--- src/rtl/alu16_pkg.sv ---
package alu16_pkg;

    typedef enum logic [2:0] {
        FN_OR  = 3'd0,
        FN_AND = 3'd1,
        FN_ADD = 3'd2,
        FN_SUB = 3'd3,
        FN_SHL = 3'd4,
        FN_SHR = 3'd5,
        FN_XOR = 3'd6,
        FN_SLT = 3'd7
    } alu_fn_e;

endpackage

--- src/rtl/alu16_logic.sv ---
module alu16_logic #(
    parameter int WIDTH = 16
) (
    input  logic [WIDTH-1:0] a,
    input  logic [WIDTH-1:0] b,
    output logic [WIDTH-1:0] or_r,
    output logic [WIDTH-1:0] and_r,
    output logic [WIDTH-1:0] xor_r,
    output logic             same
);
    always_comb begin
        or_r  = a | b;
        and_r = a & b;
        xor_r = a ^ b;
        same  = ~|(a ^ b);
    end
endmodule

--- src/rtl/alu16_addsub.sv ---
module alu16_addsub #(
    parameter int WIDTH = 16
) (
    input  logic [WIDTH-1:0] a,
    input  logic [WIDTH-1:0] b,
    output logic [WIDTH-1:0] sum,
    output logic [WIDTH-1:0] diff,
    output logic             less
);
    logic [WIDTH:0] diff_ext;

    always_comb begin
        sum      = a + b;
        diff_ext = {a[WIDTH-1], a} - {b[WIDTH-1], b};
        diff     = diff_ext[WIDTH-1:0];
        less     = diff_ext[WIDTH];
    end
endmodule

--- src/rtl/alu16_shift.sv ---
module alu16_shift #(
    parameter int WIDTH = 16,
    parameter int SHW   = 4,
    parameter bit RIGHT = 1'b0
) (
    input  logic [WIDTH-1:0] din,
    input  logic [SHW-1:0]   amt,
    output logic [WIDTH-1:0] dout
);
    logic [WIDTH-1:0] stage [0:SHW];

    assign stage[0] = din;

    for (genvar i = 0; i < SHW; i++) begin : g_stage
        localparam int STEP = 1 << i;
        if (RIGHT) begin : g_right
            assign stage[i+1] = amt[i] ? (stage[i] >> STEP) : stage[i];
        end else begin : g_left
            assign stage[i+1] = amt[i] ? (stage[i] << STEP) : stage[i];
        end
    end

    assign dout = stage[SHW];
endmodule

--- src/rtl/alu16_core.sv ---
module alu16_core
    import alu16_pkg::*;
#(
    parameter int WIDTH = 16
) (
    input  logic [WIDTH-1:0] op_a,
    input  logic [WIDTH-1:0] op_b,
    input  logic [2:0]       func,
    output logic [WIDTH-1:0] result,
    output logic             equal
);
    localparam int SHW = $clog2(WIDTH);

    alu_fn_e          fn;
    logic [WIDTH-1:0] or_r, and_r, xor_r, sum_r, diff_r, shl_r, shr_r;
    logic             same, less;

    assign fn = alu_fn_e'(func);

    alu16_logic #(.WIDTH(WIDTH)) u_logic (
        .a(op_a), .b(op_b), .or_r(or_r), .and_r(and_r), .xor_r(xor_r), .same(same)
    );

    alu16_addsub #(.WIDTH(WIDTH)) u_addsub (
        .a(op_a), .b(op_b), .sum(sum_r), .diff(diff_r), .less(less)
    );

    alu16_shift #(.WIDTH(WIDTH), .SHW(SHW), .RIGHT(1'b0)) u_shl (
        .din(op_a), .amt(op_b[SHW-1:0]), .dout(shl_r)
    );

    alu16_shift #(.WIDTH(WIDTH), .SHW(SHW), .RIGHT(1'b1)) u_shr (
        .din(op_a), .amt(op_b[SHW-1:0]), .dout(shr_r)
    );

    always_comb begin
        unique case (fn)
            FN_OR:   result = or_r;
            FN_AND:  result = and_r;
            FN_ADD:  result = sum_r;
            FN_SUB:  result = diff_r;
            FN_SHL:  result = shl_r;
            FN_SHR:  result = shr_r;
            FN_XOR:  result = xor_r;
            FN_SLT:  result = {{(WIDTH-1){1'b0}}, less};
            default: result = '0;
        endcase
        equal = same;
    end

    always_comb begin
        assert_equal_flag_R8: assert (equal == (op_a == op_b))
            else $error("equal flag disagrees with operands");
        if (fn == FN_ADD) begin
            assert_add_wrap_R2: assert (WIDTH'(result - op_b) == op_a)
                else $error("add result inconsistent");
        end
        if (fn == FN_SUB) begin
            assert_sub_wrap_R3: assert (WIDTH'(result + op_b) == op_a)
                else $error("sub result inconsistent");
        end
        if (fn == FN_XOR) begin
            assert_xor_undo_R6: assert ((result ^ op_b) == op_a)
                else $error("xor result inconsistent");
        end
        if (fn == FN_SLT) begin
            assert_slt_bool_R7: assert (result[WIDTH-1:1] == '0)
                else $error("slt result not boolean");
        end
        if (fn == FN_SHL && op_b[SHW-1:0] == '0) begin
            assert_shl_zero_R4: assert (result == op_a)
                else $error("zero left shift altered operand");
        end
        if (fn == FN_SHR) begin
            assert_shr_fill_R5: assert ((result & ~(op_a >> op_b[SHW-1:0])) == '0)
                else $error("right shift set a bit outside the source");
        end
    end
endmodule

--- config.mk ---
export PLATFORM = sky130hd
export DESIGN_NAME = alu16_core
export DESIGN_NICKNAME = d
export VERILOG_FILES = /design/src/rtl/alu16_pkg.sv /design/src/rtl/alu16_logic.sv /design/src/rtl/alu16_addsub.sv /design/src/rtl/alu16_shift.sv /design/src/rtl/alu16_core.sv
export SDC_FILE = /design/constraint.sdc
export NUM_CORES = 1
export LEC_CHECK = 0
export BUFFER_PORTS_ARGS = -buffer_cell sky130_fd_sc_hd__buf_4
export CAP_MARGIN = 20
export CORE_MARGIN = 2
export CORE_UTILIZATION = 50
export DETAILED_ROUTE_END_ITERATION = 8
export PLACE_DENSITY = 0.71
export SETUP_SLACK_MARGIN = 0.5
export SLEW_MARGIN = 20
export SYNTH_ARGS = -nofsm -noshare
export SYNTH_HDL_FRONTEND = slang
export SYNTH_SLANG_ARGS = --single-unit
--- constraint.sdc ---
create_clock -name vclk -period 3.2
set_input_delay 0.16 -clock vclk [all_inputs]
set_output_delay 0.16 -clock vclk [all_outputs]
set_load 0.005 [all_outputs]
# Yosys cells after proc, flatten, opt, wreduce, memory -nomap -nowiden
# Cells that the tools add are included.
[word_totals]
ff_bits = 0
inputBits = 35
out_inout_bits = 17
elab_cells = 24
[op_classes]
n_addsub = 2
eq_ne = 7
n_mux = 9
n_bitwise = 3
n_reduce_logical = 3
[ops]
columns = ["cell", "count"]
rows = [
  ["two-way mux 16 bit", 8],
  ["one-hot mux 16 bit (8 select lines)", 1],
  ["subtractor 16 x 16 -> 17 bit", 1],
  ["adder 16 bit", 1],
  ["AND 16 bit", 1],
  ["OR 16 bit", 1],
  ["OR reduction 16 bit", 1],
  ["bitwise XOR 16 bit", 1],
  ["equality test 3 bit, second input constant", 4],
  ["equality test 3 x 2 -> 1 bit, second input constant", 2],
  ["equality test 3 x 1 -> 1 bit, second input constant", 1],
  ["logical NOT 3 bit", 1],
  ["logical NOT 1 bit", 1],
]

# Longest topological paths before layout
# Gate-level depths: netlist of the first run.
[depth]
ltp_word = 5
mapped_depth = 11
mapped_depth_nobuf = 10

# By module
# A second synthesis of the first run with hierarchy kept.
[unflattened]
cells_unflattened = 628
hier_area_um2 = 4692.0
[modules_own_cells]
columns = ["mod", "n_inst", "cells_per_inst", "area_each_um2"]
rows = [
  ["alu16_addsub", 1, 227, 1610.3],
  ["alu16_core", 1, 147, 1031.0],
  ["alu16_shift (u_shl)", 1, 99, 721.9],
  ["alu16_shift (u_shr)", 1, 70, 714.4],
  ["alu16_logic", 1, 85, 614.3],
]

# Worst setup path before layout of the first run
# Ideal clock, no wire load.
[synth_path]
path_kind = "input to output"
start = "input port op_b[1]"
end = "output port result[9]"
arrival_time_ps = 2523
t_required_ps = 3040
slack_ps = 517
stages = 11
n_path_buf = 2
path_cell_list = "buf_2 > inv_1 > clkbuf_1 > ha_1 > nor2_1 > o311ai_2 > a2111oi_1 > o22ai_1 > xnor2_1 > a2111oi_0 > a21oi_1"
[synth_between]
elab_chain_cells = 4
elab_cells_between_ends = 9
cone_classes = "add/sub: 2; mux: 7"
[synth_lines]
columns = ["item", "line_no", "source"]
rows = [
  ["from (decl)", "alu16_core.sv:7", "input logic [WIDTH-1:0] op_b,"],
  ["branches (longest 3 deep; another with subtractor 16 x 16 -> 17 bit)", "--", ""],
  ["one-hot mux 16 bit (8 select lines) *", "alu16_core.sv:37", "unique case (fn)"],
  ["to (decl)", "alu16_core.sv:9", "output logic [WIDTH-1:0] result,"],
]
# Mark *: on every way between the ends.

# Final worst setup path of the first run
[layout_path]
start = "input port op_a[0]"
end = "output port result[10]"
[layout_between]
elab_chain_cells = 5
elab_cells_between_ends = 7
cone_classes = "add/sub: 2; mux: 5"
[layout_lines]
columns = ["item", "line_no", "source"]
rows = [
  ["from (decl)", "alu16_core.sv:6", "input logic [WIDTH-1:0] op_a,"],
  ["branches (longest 4 deep; another with subtractor 16 x 16 -> 17 bit)", "--", ""],
  ["one-hot mux 16 bit (8 select lines) *", "alu16_core.sv:37", ""],
]
# Marked as above.

==> results of run 1 <==
==> routing by layer <==
layer	up-vias	wire length (microns)	track usage, %
met5	-	0	0
met4	0	645	11.7
met3	66	1890	3.51
met2	423	7080	63.4
met1	2260	6280	53.7
li1	2137	-	-
==> worst max-delay path: stages <==
cell	delay, ps
buf_8	90
inv_4	40
ha_4	150
fa_2	360
o21ba_4	220
or4_4	440
a31oi_4	230
buf_6	140
a31o_4	170
xnor2_1	120
nand2_1	70
a32oi_1	210
buf_4	140
==> final timing paths <==
check,from,to,slack [ps],cells after the start
worst max-delay path,op_a[0],result[10],490,13
worst min-delay path,op_b[8],result[8],810,5
==> kinds of logic (layout without fill, tap and decap cells) <==
kind of cell | count (synthesis) | in the layout | share of synthesized area, %
AO/OA/AOI/OAI | 209 | 209 | 38.1
XOR/XNOR | 15 | 15 | 3.61
adder cells (fa/ha/maj) | 55 | 55 | 19.3
buffers and inverters | 87 | 135 | 9.67
multiplexers | 27 | 27 | 8.39
AND/OR/NAND/NOR | 169 | 169 | 20.8
==> where the power goes <==
group          switching (mW)  total, mW  internal [mW]  leakage, nW
clock network               0          0              0            0
registers                   0          0              0            0
logic                   0.501      0.856          0.355         1.99
total                   0.501      0.856          0.355         1.99
==> cell type report <==
cell class | instances | area [sq um] | share of cell area, %
well taps | 99 | 124 | 2.70
inverters | 48 | 186 | 4.06
multi-input cells | 475 | 3570 | 77.7
repair buffers | 87 | 713 | 15.5
==> repair_timing <==
action,CTS,global route
pin swaps,9,15
setup endpoints to repair,11,11
buffers inserted,6,5
resized for setup,43,34
==> stage by stage <==
| stage | area [sq um] | setup WS (ps) | power, mW | cells | hold slack (ps) |
|---|---|---|---|---|---|
| floorplan | 3640 | 517 | 0.459 | 562 | 542 |
| global placement | 4170 | 180 | 0.721 | 698 | 815 |
| detailed placement | 4170 | 145 | 0.725 | 698 | 815 |
| CTS | 4390 | 485 | 0.781 | 704 | 819 |
| global route | 4590 | 411 | 0.909 | 709 | 851 |
| finish | 4590 | 490 | 0.856 | 709 | 813 |
==> cell usage in the layout (no fill, tap or decap), types with 6 or more instances in the layout <==
master    instances
buf_4            79
nor2_1           67
a21oi_1          66
nand2_1          47
ha_1             45
inv_1            43
o21ai_0          31
mux2i_1          17
a211oi_1         15
a32oi_1          10
nor3_1            9
xnor2_1           9
o22ai_1           9
nor2b_1           7
mux2_2            7
nand3_1           7
a22oi_1           7
nand2b_1          6
a221oi_1          6
xor2_1            6
ha_2              6
==> flow_metrics.env, run 1 <==
export IMPL_outcome="finished, final reports clean"
export IMPL_fin_crit_ps=2710
export IMPL_critical_path_class="in2out"
export IMPL_fp_dieW_microns=89.3
export IMPL_fillerInstances=682
export IMPL_timing_max_cap_violations=0
export IMPL_seq_cells=0
export IMPL_ant_nets=0
export IMPL_holdCritPathClass="in2out"
export IMPL_rows=31
export IMPL_ctsHoldBuffers=0
export IMPL_tightest_slew_ps=1090
export IMPL_initial_core_util_pct=51.0
export IMPL_leakagePower_nw=1.99
export IMPL_gp_congestion=1.12
export IMPL_hpwlAfterDp_microns=12400
export IMPL_grt_ovfl_total=0
export IMPL_drt_initial_drc_count=740
export IMPL_portBuffers=52
export IMPL_yosysTopAreaCell="ha_1"
export IMPL_grt_pass1_wl_microns=23800
export IMPL_drv_slew=0
export IMPL_drt_pass1_iter_count=7
export IMPL_fin_util_pct=64.4
export IMPL_worstPathMaxFanout=5
export IMPL_required_ps=3040
export IMPL_yosys_area_top_type_share_pct=18.2
export IMPL_die_y_microns=89.3
export IMPL_viasPerCell=6.89
export IMPL_wirelength_microns=15900
export IMPL_fmax_ghz=0.369
export IMPL_yosys_warnings=0
export IMPL_relSlewSlack_pct=27.3
export IMPL_timing_setup_tns_ps=0
export IMPL_n_clock_buffer=0
export IMPL_drc=0
export IMPL_min_period_over_period_pct=84.7
export IMPL_core_sq_mm=0.00714
export IMPL_drive_gt1_share_pct=23.3
export IMPL_ir_drop_mv=0.0935
export IMPL_register_area_sq_um=0
export IMPL_synth_cells=562
export IMPL_synth_fp_nets=652
export IMPL_grt_antenna_before_repair=0
export IMPL_dieArea_sq_mm=0.00797
export IMPL_setup_viol=0
export IMPL_wl_per_cell_microns=22.4
export IMPL_rsz0062_at_grt="yes"
export IMPL_nNetsFinal=702
export IMPL_hold_violations=0
export IMPL_first_global_vias=4304
export IMPL_antenna_cells=0
export IMPL_power_density_mw_per_mm2=186
export IMPL_synthDistinctLibCells=63
export IMPL_grt_usage_pct=38.7
export IMPL_syn_avg_cell_area_sq_um=6.47
export IMPL_grt_start_max_net_pins=41
export IMPL_ios=52
export IMPL_crit_path_start_kind="input port"
export IMPL_arrival_ps=2550
export IMPL_num_vias=4886
export IMPL_cp_end_kind="output port"
export IMPL_syn_to_final_growth_pct=26.3
export IMPL_synth_commonest_cells="69 x nor2_1, 66 x a21oi_1, 53 x ha_1"
export IMPL_synthesis_area_sq_mm=0.00364
export IMPL_ys_top_cells_by_area="ha_1 18%, a21oi_1 9.1%, nor2_1 7.1%"
export IMPL_synth_most_common_cell="nor2_1"
export IMPL_ys_seq_area_share_pct=0
(Power assumes the default switching activity.)
==> run 2, diff against run 1 <==
--- a/config.mk
+++ b/config.mk
@@ -10,7 +10,7 @@
 export CORE_MARGIN = 2
 export CORE_UTILIZATION = 50
 export DETAILED_ROUTE_END_ITERATION = 8
-export PLACE_DENSITY = 0.71
+export PLACE_DENSITY = 0.74
 export SETUP_SLACK_MARGIN = 0.5
 export SLEW_MARGIN = 20
 export SYNTH_ARGS = -nofsm -noshare
==> constraint.sdc (replaced) <==
create_clock -name vclk -period 2.25
set_input_delay 0.1125 -clock vclk [all_inputs]
set_output_delay 0.1125 -clock vclk [all_outputs]
set_load 0.005 [all_outputs]
==> run 2 against run 1 <==
The run now ends with negative setup slack left. Setup slack lost 880 ps. Cell count grew 17%. Routed wire length grew 14%. Critical path depth shrank 1. Flip-flop and latch count is the same. Highest routed layer unchanged.
==> flow_metrics.env, run 2 (same netlist as run 1, synthesis figures left out) <==
export IMPL_dieArea_sq_mm=0.00797
export IMPL_tightest_slew_ps=661
export IMPL_grt_start_max_net_pins=41
export IMPL_final_cell_area_sq_mm=0.00583
export IMPL_timing_max_cap_violations=0
export IMPL_drt_initial_drc_count=757
export IMPL_nNetsFinal=819
export IMPL_intPower_uw=759
export IMPL_p_seq_share_pct=0
export IMPL_failed_checks="negative setup slack"
export IMPL_viasPerCell=6.66
export IMPL_num_vias=5502
export IMPL_drv_slew=0
export IMPL_seq_cells=0
export IMPL_ctsHoldBuffers=0
export IMPL_setup_slack_ps=-392
export IMPL_dpl_instance_area_sq_mm=0.00510
export IMPL_register_area_sq_um=0
export IMPL_arrival_ps=2530
export IMPL_leakagePower_nw=2.60
export IMPL_grt_ovfl_total=0
export IMPL_hold_start="op_a[6]"
export IMPL_power_density_mw_per_mm2=276
export IMPL_fin_util_pct=81.7
export IMPL_required_ps=2140
export IMPL_fin_crit_ps=2640
export IMPL_fillerInstances=505
export IMPL_wirelength_microns=18200
export IMPL_drive_gt1_share_pct=42.0
export IMPL_worstPathMaxFanout=3
export IMPL_wl_per_cell_microns=22.0
export IMPL_first_global_vias=5019
export IMPL_fmax_ghz=0.379
export IMPL_fp_dieW_microns=89.3
export IMPL_die_y_microns=89.3
export IMPL_drc=0
export IMPL_drt_pass1_iter_count=6
export IMPL_setup_viol=11
export IMPL_critical_path_class="in2out"
export IMPL_holdCritPathClass="in2out"
export IMPL_grt_usage_pct=42.6
export IMPL_initial_core_util_pct=51.0
export IMPL_relSlewSlack_pct=55.7
export IMPL_ant_nets=0
export IMPL_clock_power_share_pct=0
export IMPL_syn_to_final_growth_pct=60.4
export IMPL_outcome="finished, violations left"
export IMPL_ir_drop_mv=0.179
export IMPL_grt_pass1_wl_microns=25900
export IMPL_whs_path_depth=5
export IMPL_core_sq_mm=0.00714
export IMPL_worstHoldEndpoint="result[6]"
export IMPL_grt_antenna_before_repair=0
export IMPL_rows=31
export IMPL_hold_violations=0
export IMPL_ios=52
export IMPL_hpwlAfterDp_microns=12700
export IMPL_gp_congestion=0.997
export IMPL_p_comb_share_pct=100.0
export IMPL_n_clock_buffer=0
export IMPL_multi_input_area_sq_mm=0.00382
export IMPL_net_switching_power_uw=853
export IMPL_rsz0062_at_grt="yes"
export IMPL_portBuffers=52
export IMPL_min_period_over_period_pct=117
export IMPL_switching_share_pct=52.9
export IMPL_antenna_cells=0
export IMPL_mostFrequentLayoutCells="180 x buf_4, 64 x nor2_1, 62 x a21oi_1"
export IMPL_cp_end_kind="output port"
export IMPL_layout_commonest_cell="buf_4"
export IMPL_crit_path_start_kind="input port"
## run 2: cell types whose count changed in the layout (fill, tap and decap cells not counted), sizes merged
| cell | change |
|---|---|
| inv | +1 |
| buf | +117 |
| clkinv | -1 |
## run 2: final cells by class
type | count | area share, %
inverters | 48 | 3.88
well taps | 99 | 2.12
multi-input cells | 475 | 65.4
repair buffers | 204 | 28.6
## run 2: through the flow
step	hold slack [ps]	std cells	setup TNS [ps]	setup WS (ps)	total power, mW
after floorplan	441	562	0	115	0.699
after global routing	688	826	-3400	-394	1.68
after detailed placement	710	805	-3290	-411	1.27
final	663	826	-2900	-392	1.61
after CTS	658	823	-1710	-240	1.46
after global placement	702	805	-2840	-371	1.25
## run 2: critical path: stages
cell and delay [ps]:
buf_12 100, inv_12 30, ha_4 150, fa_2 340, o21ba_4 210, or4_4 460
a31oi_4 180, mux2i_1 120, xnor2_1 190, a2111oi_2 400, a21oi_1 80, buf_4 150
## run 2: how the worst max path moves through the flow
stage / slack (ps) / start / endpoint
finish: -390 / op_a[0] / result[8]
global route: -390 / op_a[0] / result[6]
CTS: -240 / op_a[0] / result[8]
detailed placement: -410 / op_a[0] / result[8]
global placement: -370 / op_a[0] / result[8]
floorplan: 120 / op_a[0] / result[8]
## run 2: repair_timing
item	4_1_cts	5_1_grt
gates cloned	0	0
resized for setup	107	28
buffers inserted	18	3
endpoints found under the setup margin	17	17
pin swaps	34	14
hold endpoints to repair	0	0
## run 2: per-layer routing
layer	wire [microns]	global-route usage [%]
met2	8040	68.7
met4	1230	18.7
met5	0	0
met3	2200	10.7
met1	6680	53.6
## run 2: power by group through the flow
stage / Sequential (mW) / Clock [mW] / Combinational (mW)
4_1_cts: 0 / 0 / 1.46
6_report: 0 / 0 / 1.61
3_5_place_dp: 0 / 0 / 1.27
3_3_place_gp: 0 / 0 / 1.25
2_1_floorplan: 0 / 0 / 0.699
5_1_grt: 0 / 0 / 1.68
